`src/rtl/pba_pkg.sv`:
```
package pba_pkg;
  typedef enum logic {OWN_FREE = 1'b0, OWN_HELD = 1'b1} own_st_t;
endpackage

```
`src/rtl/pba_pick.sv`:
```
// Boundary choice between the two inputs, with a bounded-wait counter
module pba_pick #(
  parameter int HI_IN     = 0,
  parameter int WAIT_PKTS = 1
) (
  input  logic       clk,
  input  logic       rst,
  input  logic [1:0] cand,
  input  logic       bnd_take,
  input  logic       take_src,
  output logic       pick,
  output logic       pick_ok
);
  localparam int   CW = $clog2(WAIT_PKTS + 1);
  localparam logic HI = (HI_IN != 0) ? 1'b1 : 1'b0;
  localparam logic LO = ~HI;

  logic [CW-1:0] waited;
  logic          starve;

  assign starve = (waited >= CW'(WAIT_PKTS));

  always_comb begin
    pick_ok = |cand;
    if (cand[HI] && cand[LO]) pick = starve ? LO : HI;
    else if (cand[HI])        pick = HI;
    else                      pick = LO;
  end

  always_ff @(posedge clk) begin
    if (rst) begin
      waited <= '0;
    end else if (bnd_take) begin
      if (take_src == LO)             waited <= '0;
      else if (cand[LO] && !starve)   waited <= waited + 1'b1;
    end
  end
endmodule

```
`src/rtl/pba_owner.sv`:
```
// Ownership tracker: holds the grant from a start beat to a qualified end beat
module pba_owner
  import pba_pkg::*;
(
  input  logic clk,
  input  logic rst,
  input  logic take,
  input  logic take_eop,
  input  logic pick,
  input  logic pick_ok,
  output logic held,
  output logic sel,
  output logic sel_ok
);
  own_st_t st;
  logic    own;

  always_comb begin
    held   = (st == OWN_HELD);
    sel    = held ? own : pick;
    sel_ok = held | pick_ok;
  end

  always_ff @(posedge clk) begin
    if (rst) begin
      st  <= OWN_FREE;
      own <= 1'b0;
    end else if (take) begin
      if (take_eop) begin
        st <= OWN_FREE;
      end else begin
        st  <= OWN_HELD;
        own <= sel;
      end
    end
  end
endmodule

```
`src/rtl/pba_outreg.sv`:
```
// Registered output stage with a single ready input
module pba_outreg #(
  parameter int DATA_W = 32
) (
  input  logic              clk,
  input  logic              rst,
  input  logic              load,
  input  logic              ld_sop,
  input  logic              ld_eop,
  input  logic              ld_src,
  input  logic [DATA_W-1:0] ld_data,
  input  logic              out_rdy,
  output logic              room,
  output logic              out_vld,
  output logic              out_sop,
  output logic              out_eop,
  output logic              out_src,
  output logic [DATA_W-1:0] out_data
);
  assign room = !out_vld || out_rdy;

  always_ff @(posedge clk) begin
    if (rst) begin
      out_vld  <= 1'b0;
      out_sop  <= 1'b0;
      out_eop  <= 1'b0;
      out_src  <= 1'b0;
      out_data <= '0;
    end else if (room) begin
      out_vld <= load;
      if (load) begin
        out_sop  <= ld_sop;
        out_eop  <= ld_eop;
        out_src  <= ld_src;
        out_data <= ld_data;
      end
    end
  end
endmodule

```
`src/rtl/pkt_bias_arb2.sv`:
```
// Two-input packet arbiter with a preferred input
module pkt_bias_arb2 #(
  parameter int DATA_W    = 32,
  parameter int HI_IN     = 0,
  parameter int WAIT_PKTS = 1
) (
  input  logic                clk,
  input  logic                rst,
  input  logic [1:0]          in_req,
  input  logic [1:0]          in_vld,
  input  logic [1:0]          in_sop,
  input  logic [1:0]          in_eop,
  input  logic [2*DATA_W-1:0] in_data,
  output logic [1:0]          in_dav,
  output logic                out_vld,
  output logic                out_sop,
  output logic                out_eop,
  output logic                out_src,
  output logic [DATA_W-1:0]   out_data,
  input  logic                out_rdy
);
  logic [1:0]        cand;
  logic              pick, pick_ok;
  logic              held, sel, sel_ok;
  logic              room, xfer, bnd_take;
  logic [DATA_W-1:0] sel_data;

  assign cand     = in_req & in_vld & in_sop;
  assign xfer     = room && sel_ok && in_vld[sel];
  assign bnd_take = xfer && !held;
  assign sel_data = sel ? in_data[2*DATA_W-1:DATA_W] : in_data[DATA_W-1:0];

  for (genvar g = 0; g < 2; g++) begin : g_dav
    assign in_dav[g] = room && sel_ok && (sel == 1'(g));
  end

  pba_pick #(.HI_IN(HI_IN), .WAIT_PKTS(WAIT_PKTS)) u_pick (
    .clk(clk), .rst(rst), .cand(cand), .bnd_take(bnd_take),
    .take_src(sel), .pick(pick), .pick_ok(pick_ok)
  );

  pba_owner u_owner (
    .clk(clk), .rst(rst), .take(xfer), .take_eop(in_eop[sel]),
    .pick(pick), .pick_ok(pick_ok), .held(held), .sel(sel), .sel_ok(sel_ok)
  );

  pba_outreg #(.DATA_W(DATA_W)) u_out (
    .clk(clk), .rst(rst), .load(xfer), .ld_sop(in_sop[sel]), .ld_eop(in_eop[sel]),
    .ld_src(sel), .ld_data(sel_data), .out_rdy(out_rdy), .room(room),
    .out_vld(out_vld), .out_sop(out_sop), .out_eop(out_eop),
    .out_src(out_src), .out_data(out_data)
  );
endmodule

```
`config.mk`:
```
export PLATFORM = sky130hd
export DESIGN_NAME = pkt_bias_arb2
export DESIGN_NICKNAME = d
export VERILOG_FILES = /design/src/rtl/pba_pkg.sv /design/src/rtl/pba_pick.sv /design/src/rtl/pba_owner.sv /design/src/rtl/pba_outreg.sv /design/src/rtl/pkt_bias_arb2.sv
export SDC_FILE = /design/constraint.sdc
export NUM_CORES = 1
export LEC_CHECK = 0
export BUFFER_PORTS_ARGS = -buffer_cell sky130_fd_sc_hd__buf_2
export CELL_PAD_IN_SITES_DETAIL_PLACEMENT = 0
export CELL_PAD_IN_SITES_GLOBAL_PLACEMENT = 2
export CORE_MARGIN = 1
export CORE_UTILIZATION = 25
export CTS_BUF_LIST = sky130_fd_sc_hd__clkbuf_8
export DETAILED_ROUTE_END_ITERATION = 12
export HOLD_SLACK_MARGIN = 0.02
export MAX_ROUTING_LAYER = met4
export PLACE_DENSITY_LB_ADDON = 0.1
export SETUP_SLACK_MARGIN = 0.2
export SLEW_MARGIN = 20
export SYNTH_ARGS = -nofsm -noshare
export SYNTH_HDL_FRONTEND = slang
export SYNTH_SLANG_ARGS = --single-unit
```
`constraint.sdc`:
```
create_clock -name clk -period 1.85 [get_ports clk]
set_input_delay 0.0925 -clock clk [delete_from_list [all_inputs] [get_ports clk]]
set_output_delay 0.0925 -clock clk [all_outputs]
set_load 0.005 [all_outputs]
```
# Yosys cells after proc, flatten, opt, wreduce, memory -nomap -nowiden
# Index checks and enable logic that the tools add are counted.
# W data, S select, Z words.
# word_totals
in_bits	75
elab_cells	46
regBits	39
# op_classes
mux	14
bitwise_logic	5
n_lt_le_gt_ge	2
reduce_logical	16
addsub	1
# ops
cell	count
$mux W32	1
$mux W1	13
$logic_and A1 B1 Y1	7
$reduce_and A2 Y1	3
$and A2 B2 Y2	2
$logic_not A1 Y1	3
$lt A1 B2 Y1 const B	1
$not A1 Y1	2
$reduce_bool A2 Y1	1
$reduce_or A2 Y1	1
$add A1 B1 Y1 const B	1
$ge A1 B1 Y1 const B	1
$logic_or A1 B1 Y1	1
$or A1 B1 Y1	1

# Longest topological paths before layout
# Gate-level depths: netlist of the first run.
# depth
ltp_word	10
depth_mapped	7

# By module
# A second synthesis of the first run with hierarchy kept.
# unflattened
hier_cells	226
area_unflattened_um2	2448.6
# by_module_without_submodules
module	area_per_inst_um2	seq_area_each_um2	n_inst	cells_per_inst
pba_outreg	1692.9	720.7	1	164
pkt_bias_arb2	599.3	0.0	1	46
pba_owner	105.1	40.0	1	10
pba_pick	51.3	20.0	1	6

# Worst setup path after synthesis of the first run
# OpenSTA, ideal clock, no wires.
# synth_timing
kind	reg2reg
startpoint	register u_owner.own
endpoint	register u_out.out_data[27]
path_buffers	2
t_required_ns	1.716
period_less_slack_ns	1.525
arrival_ns	1.390
path_slack_ns	0.325
path_stages_with_launch	7
path_cell_list	dfxtp_1 -> mux2_2 -> o21a_1 -> buf_2 -> buf_2 -> a21oi_1 -> a211oi_2
# synth_via
elab_chain_cells	5
word_cells_on_any_way	6
cone_classes	mux (4); reduce/logical (2)
# synth_lines
item	line	text
start: declaration	pba_owner.sv:16	logic own;
start signal: assignment	pba_owner.sv:33	own <= sel;
$mux W1 *	pba_owner.sv:20	sel = held ? own : pick;
$mux W1 (not written as such) (2 in a row)	pkt_bias_arb2.sv:29	assign xfer = room && sel_ok && in_vld[sel];
$logic_and A1 B1 Y1	pkt_bias_arb2.sv:29	
$reduce_and A2 Y1 (no source line)	--	
end signal: assignment	pba_outreg.sv:35	out_data <= ld_data;
end: declaration	pba_outreg.sv:18	output logic [DATA_W-1:0] out_data
# Every way passes the cells marked *; elsewhere a longest branch is shown, timed or not. The select of a mux whose other input is x is not followed.
# A chain may end at the register's enable or synchronous reset.

# Worst setup path after layout of the first run
# layout_timing
startpoint	register u_pick.waited
endpoint	output port in_dav[0]
# layout_via
elab_chain_cells	6
# layout_lines
item	line	text
start: declaration	pba_pick.sv:18	logic [CW-1:0] waited;
start signal: assignment	pba_pick.sv:35	else if (cand[LO] && !starve) waited <= waited + 1'b1;
$ge A1 B1 Y1	pba_pick.sv:21	assign starve = (waited >= CW'(WAIT_PKTS));
$mux W1 (2 in a row)	pba_pick.sv:25	if (cand[HI] && cand[LO]) pick = starve ? LO : HI;
$mux W1	pba_owner.sv:20	
$not A1 Y1	pkt_bias_arb2.sv:34	assign in_dav[g] = room && sel_ok && (sel == 1'(g));
$logic_and A1 B1 Y1	pkt_bias_arb2.sv:34	
end: declaration	pkt_bias_arb2.sv:14	output logic [1:0] in_dav,
# Every way passes these cells.

==> metrics.yaml, run 1 <==
hp-class: "input port to flop"
yosys.area_share.simple_pct: 6.987
p_sw_mw: 0.6587
globalRouteOverflowTotal: 0
finalSetupViolCount: 0
core-area_sq_mm: 0.007408
drv_slew: 0
netlist_area_sq_mm: 0.001952
yosysTopAreaCellShare_pct: 40.00
grt_pass1_wl_mm: 9.494
vias: 1879
dieArea_sq_mm: 0.008165
synthFlopType: "dfxtp_1"
drive_above_1_share_pct: 47.42
synth-async-reset-ratio_pct: 0
cts_buffer_depth: 2
p_leak_nw: 1.205
required_ns: 1.76
worstMarginPinSlew_ns: 0.3761
stdcell_count: 409
start_kind: "flop"
pre_cts_slack_ns: 0.3052
crit_chain: "and4_4, o31ai_4, buf_6, and3_2, buf_2"
timing.max_slew.rel_slack_pct: 74.88
synth_compound_area_share_pct: 26.60
ys_types: 35
clk_latency_ns: 0.29
cts_buffers: 5
crit_slowest_cell: "dfxtp_1"
place_inst: 400
dieHeight_um: 90.36
p_int_mw: 1.560
finalSetupTns_ns: 0
critPathMaxStageDelay_ns: 0.32
clkPwrFrac_pct: 29.6
drtIter0Drc: 52
peakVddDrop_mv: 0.2755
synth-edff-count: 0
yosys-top-cells-count: "39 x dfxtp_1, 36 x a21oi_1, 35 x mux2i_1"
drv_cap: 0
diodes: 0
antenna_found_initial: 0
cts.sinks: 39
numPortBuffers: 112
synth_fp_nets: 271
start_util_pct: 26.35
pin_count: 113
routed_wirelength_mm: 5.824
timing.final.crit_period_ns: 1.574
synthAdderAreaFrac_pct: 0
yosysWarnings: 0
min_period_over_period_pct: 85.06
syn2layout_area_growth_pct: 40.13
netlist.top_cell.by_area: "dfxtp_1"
nNetsFinal: 384
grt_pass1_vias: 1888
viasPerCell: 4.594
synth_cells: 196
critPathMaxFanout: 3
yosysSeqAreaShare_pct: 40.00
dp_hpwl_mm: 4.279
synth_most_common_cell: "dfxtp_1"
ctsRootBufferMaster: "clkbuf_8"
outcome: "finished, final reports clean"
synth-xor-area-share_pct: 0
cts_tree: "done"
p_per_area_mw_per_mm2: 811.3
wl_per_cell_um: 14.24
grt_use_total_pct: 14.92
arrival_ns: 1.48
path_clk_slew_ns: 0.08
htree_levels: 2
synth_top_family_by_area: "compound AO/OA/AOI/OAI gates"
comb_power_share_pct: 26.5
seqPwrFrac_pct: 43.9
crit_type: "flop to primary output"
fp.dieW_um: 90.36
ant_nets: 0
grt_max_degree: 29
cp-end-kind: "primary output"
core.rowCount: 31
ctsHoldBuffers: 0
gp_congestion: 0.7971
clock_skew_ns: 0.004080
synth-seq-cells: 39
final-hold-violation-count: 0
swShare_pct: 29.68
drc: 0
ys_top_cells_by_area: "dfxtp_1 40%, mux2i_1 18%, a211oi_1 12%"
muxShareOfSynthArea_pct: 18.53
fmax_mhz: 635.5
rsz0062_at_grt: "no"
synth_area_per_cell_sq_um: 9.959
first_pass_iters: 4
fin_ws_ns: 0.2764
## area by class of cell
type                    count  area [sq um]
clock inverters             1         7.507
inverters                   2         7.507
clock buffers               7         96.34
well taps                  99         123.9
multi-input cells         136          1031
flip-flops and latches     39         782.0
fillers                   787          4673
repair buffers            125         686.9
## placed cells by master, fill, tap and decap left out, types with 2 or more instances in the layout
cell type	n
buf_2	112
dfxtp_1	38
a21oi_1	36
mux2i_1	35
a211oi_1	32
buf_4	10
clkbuf_8	7
nor3_1	3
nor2_1	3
nand3_2	2
and3_2	2
inv_1	2
nand3_1	2
o21a_1	2
a211oi_2	2
buf_12	2
## layer usage
layer	GRT usage (%)	share of wire, %	up-vias
li1	-	-	975
met4	4.839	1.3	0
met2	22.52	44	66
met1	19.62	50	831
met3	3.451	5.0	7
met5	-	0	-
## metrics by stage
step	util [%]	area (sq um)	hold slack, ns	power [mW]
2_1_floorplan	-	1952	0.1893	1.333
3_3_place_gp	35.11	2601	0.3646	1.576
3_5_place_dp	35.11	2601	0.3678	1.577
4_1_cts	36.73	2721	0.04847	2.252
5_1_grt	36.92	2735	0.06780	2.363
6_report	36.92	2735	0.06489	2.219
## worst max-delay path: cells and delay by family, from the launching register on
kind	cells	cell delay [ns]
compound gates	1	0.27
buf+inv	2	0.27
flops	1	0.32
simple gates	2	0.33
## timing repair
item,4_1_cts,5_1_grt
buffers inserted,1,0
endpoints found under the setup margin,1,6
pin swaps,0,1
cloned,0,0
resized for setup,3,3
## registers in the layout, indices dropped and copies added, names as in the netlist
register,cells
u_out.out_data,32
u_out.out_eop,1
u_out.out_sop,1
u_out.out_src,1
u_out.out_vld,1
u_owner.held,1
u_owner.own,1
u_pick.waited,1
## worst paths after layout
path | end | slack, ns | from | cells after the start
max | in_dav[0] | 0.28 | u_pick.waited | 5
min | u_out.out_src | 0.06 | in_vld[0] | 2
max reg2reg | u_out.out_data[28] | 0.29 | u_pick.waited | 6
min reg2reg | u_out.out_sop | 0.51 | u_out.out_sop | 2
## logic make-up (layout without fill, tap and decap cells)
logic type      after synthesis  in the layout
compound gates               79             79
flops                        39             39
mux                          36             36
simple gates                 21             21
buf+inv                      21            135
## power groups by stage
stage                     clock (mW)  combinational, mW  sequential (mW)
after global routing           0.721              0.654            0.987
after detailed placement           0              0.584            0.993
after global placement             0              0.583            0.993
after CTS                      0.686              0.591            0.975
final                          0.657              0.588            0.974
after floorplan                    0              0.333             1.00
Power figures use the tool's default switching activity.
==> run 2: changes to the inputs <==
- clock period: 1.85 -> 1.5 ns (I/O delays scaled with it)
==> metrics.yaml, run 2 (synthesized netlist as in run 1, its figures left out) <==
finalSetupViolCount: 9  # +9
path_clk_slew_ns: 0.08  # about the same
hold_ws_ns: 0.04600  # -0.01889 ns
cts.sinks: 39  # unchanged
rsz0062_at_grt: "yes"
cts_buffer_depth: 2  # unchanged
worstMarginPinSlew_ns: 0.3134  # -0.06272 ns
mostFrequentLayoutCells: "111 x buf_2, 36 x dfxtp_1, 28 x mux2i_1"
finalPower_mw: 2.932  # +32%
required_ns: 1.67  # -0.09 ns
grt_use_total_pct: 15.44  # +0.52 points
fin_ws_ns: -0.03684  # -0.3132 ns
timing.final.crit_period_ns: 1.537
final_area_sq_mm: 0.003289  # +20%
pre_cts_slack_ns: 0.0009756  # -0.3042 ns
ff2ff_path_depth: 7  # +1
dieHeight_um: 90.36  # unchanged
core.rowCount: 31  # unchanged
largest-register: "u_out.out_data"
clock_skew_ns: 0.001907  # -0.002173 ns
timing.max_slew.rel_slack_pct: 79.00  # +4.1 points
clkPwrFrac_pct: 23.8  # -5.8 points
grt_pass1_vias: 1977  # +4.7%
min_period_over_period_pct: 102.5
hold_depth: 2  # unchanged
swShare_pct: 31.30  # +1.6 points
htree_levels: 2  # unchanged
grt_max_degree: 30  # +3.4%
vias: 2020  # +7.5%
comb_power_share_pct: 34.8  # +8.3 points
final-hold-violation-count: 0  # unchanged
nFillCells: 760  # -3.4%
start_kind: "flop"
p_int_mw: 2.015  # +29%
crit_type: "flop to flop"
cts_buffers: 5  # unchanged
p_sw_mw: 0.9178  # +39%
viasPerCell: 4.731  # +3.0%
routed_wirelength_mm: 6.524  # +12%
outcome: "finished with violations"
finalSetupTns_ns: -0.08680  # -0.08680 ns
antenna_found_initial: 0  # unchanged
dieArea_sq_mm: 0.008165  # unchanged
post_dp_cell_area_sq_mm: 0.002761  # +6.2%
drv_cap: 0  # unchanged
layout_commonest_cell: "buf_2"
cts_tree: "done"
core-area_sq_mm: 0.007408  # unchanged
ant_nets: 0  # unchanged
p_leak_nw: 1.406  # +17%
globalRouteOverflowTotal: 0  # unchanged
fp.dieW_um: 90.36  # unchanged
drc: 0  # unchanged
arrival_ns: 1.71  # +0.23 ns
drv_slew: 0  # unchanged
largest_reg_flops: 32  # unchanged
syn2layout_area_growth_pct: 68.53
dp_hpwl_mm: 4.200  # -1.9%
p_per_area_mw_per_mm2: 891.5  # +9.9%
critPathMaxFanout: 5  # +2
peakVddDrop_mv: 0.3654  # +33%
multi_input_area_sq_mm: 0.001267  # +23%
ctsRootBufferMaster: "clkbuf_8"
clk_latency_ns: 0.29  # about the same
wl_per_cell_um: 15.28  # +7.3%
hp-class: "input port to flop"
fmax_mhz: 650.7
pin_count: 113  # unchanged
cp-end-kind: "flop"
drtIter0Drc: 47  # -9.6%
first_pass_iters: 4  # unchanged
drive_above_1_share_pct: 61.59  # +14 points
seqPwrFrac_pct: 41.4  # -2.5 points
nNetsFinal: 402  # +4.7%
numPortBuffers: 112  # unchanged
grt_pass1_wl_mm: 9.846  # +3.7%
gp_congestion: 0.7468  # -6.3%
diodes: 0  # unchanged
violations: "negative setup slack"
start_util_pct: 26.35  # unchanged
register_area_sq_um: 787.0  # +0.64%
run 2: what timing repair did:
| item | in CTS | in global routing |
|---|---|---|
| cloned | 2 | 4 |
| pin swaps | 11 | 24 |
| setup endpoints to repair | 39 | 40 |
| hold buffers | 0 | 0 |
| buffers inserted | 8 | 1 |
| resized for setup | 26 | 23 |
run 2: power by group through the flow:
stage | combinational, mW | clock (mW) | sequential (mW)
after floorplan | 0.459 | 0 | 1.24
after detailed placement | 0.807 | 0 | 1.23
after global routing | 1.11 | 0.757 | 1.23
after global placement | 0.802 | 0 | 1.23
final | 1.02 | 0.698 | 1.21
after CTS | 0.921 | 0.722 | 1.21
run 2: layer usage:
metal / global-route usage [%] / vias to the layer above / part of all wire [%] / wire length [um]
met3: 2.778 / 4 / 3.5 / 228
met5: - / - / 0 / 0
li1: - / 1015 / - / -
met1: 21.16 / 941 / 51 / 3319
met2: 23.54 / 60 / 45 / 2933
met4: 3.629 / 0 / 0.66 / 43
run 2: final timing paths:
path	slack [ns]	startpoint	endpoint
worst max register to register	-0.04	u_pick.waited	u_out.out_data[29]
worst max-delay path	-0.04	u_pick.waited	u_out.out_data[29]
worst min-delay path	0.05	in_vld[0]	u_out.out_src
worst min register to register	0.50	u_out.out_data[20]	u_out.out_data[20]
run 2: worst max-delay path, cell delays in order, from the launching register on:
cell and delay, ns:
dfxtp_2 0.32, and4_4 0.15, o31ai_4 0.22, buf_12 0.15, buf_4 0.13, buf_12 0.13, mux2i_1 0.22, a211oi_1 0.10
run 2: cell type report:
cell class,instances,area share [%]
Timing Repair Buffer,143,31.08
Inverter,2,0.2282
Clock inverter,3,0.3804
Tap cell,99,3.766
Clock buffer,5,2.092
Multi-Input combinational cell,136,38.53
Sequential cell,39,23.93
run 2: through the flow:
| step | util, % | cells |
|---|---|---|
| 2_1_floorplan | - | 196 |
| 4_1_cts | 41.53 | 422 |
| 3_3_place_gp | 37.27 | 404 |
| 3_5_place_dp | 37.27 | 404 |
| 6_report | 44.40 | 427 |
| 5_1_grt | 44.40 | 427 |
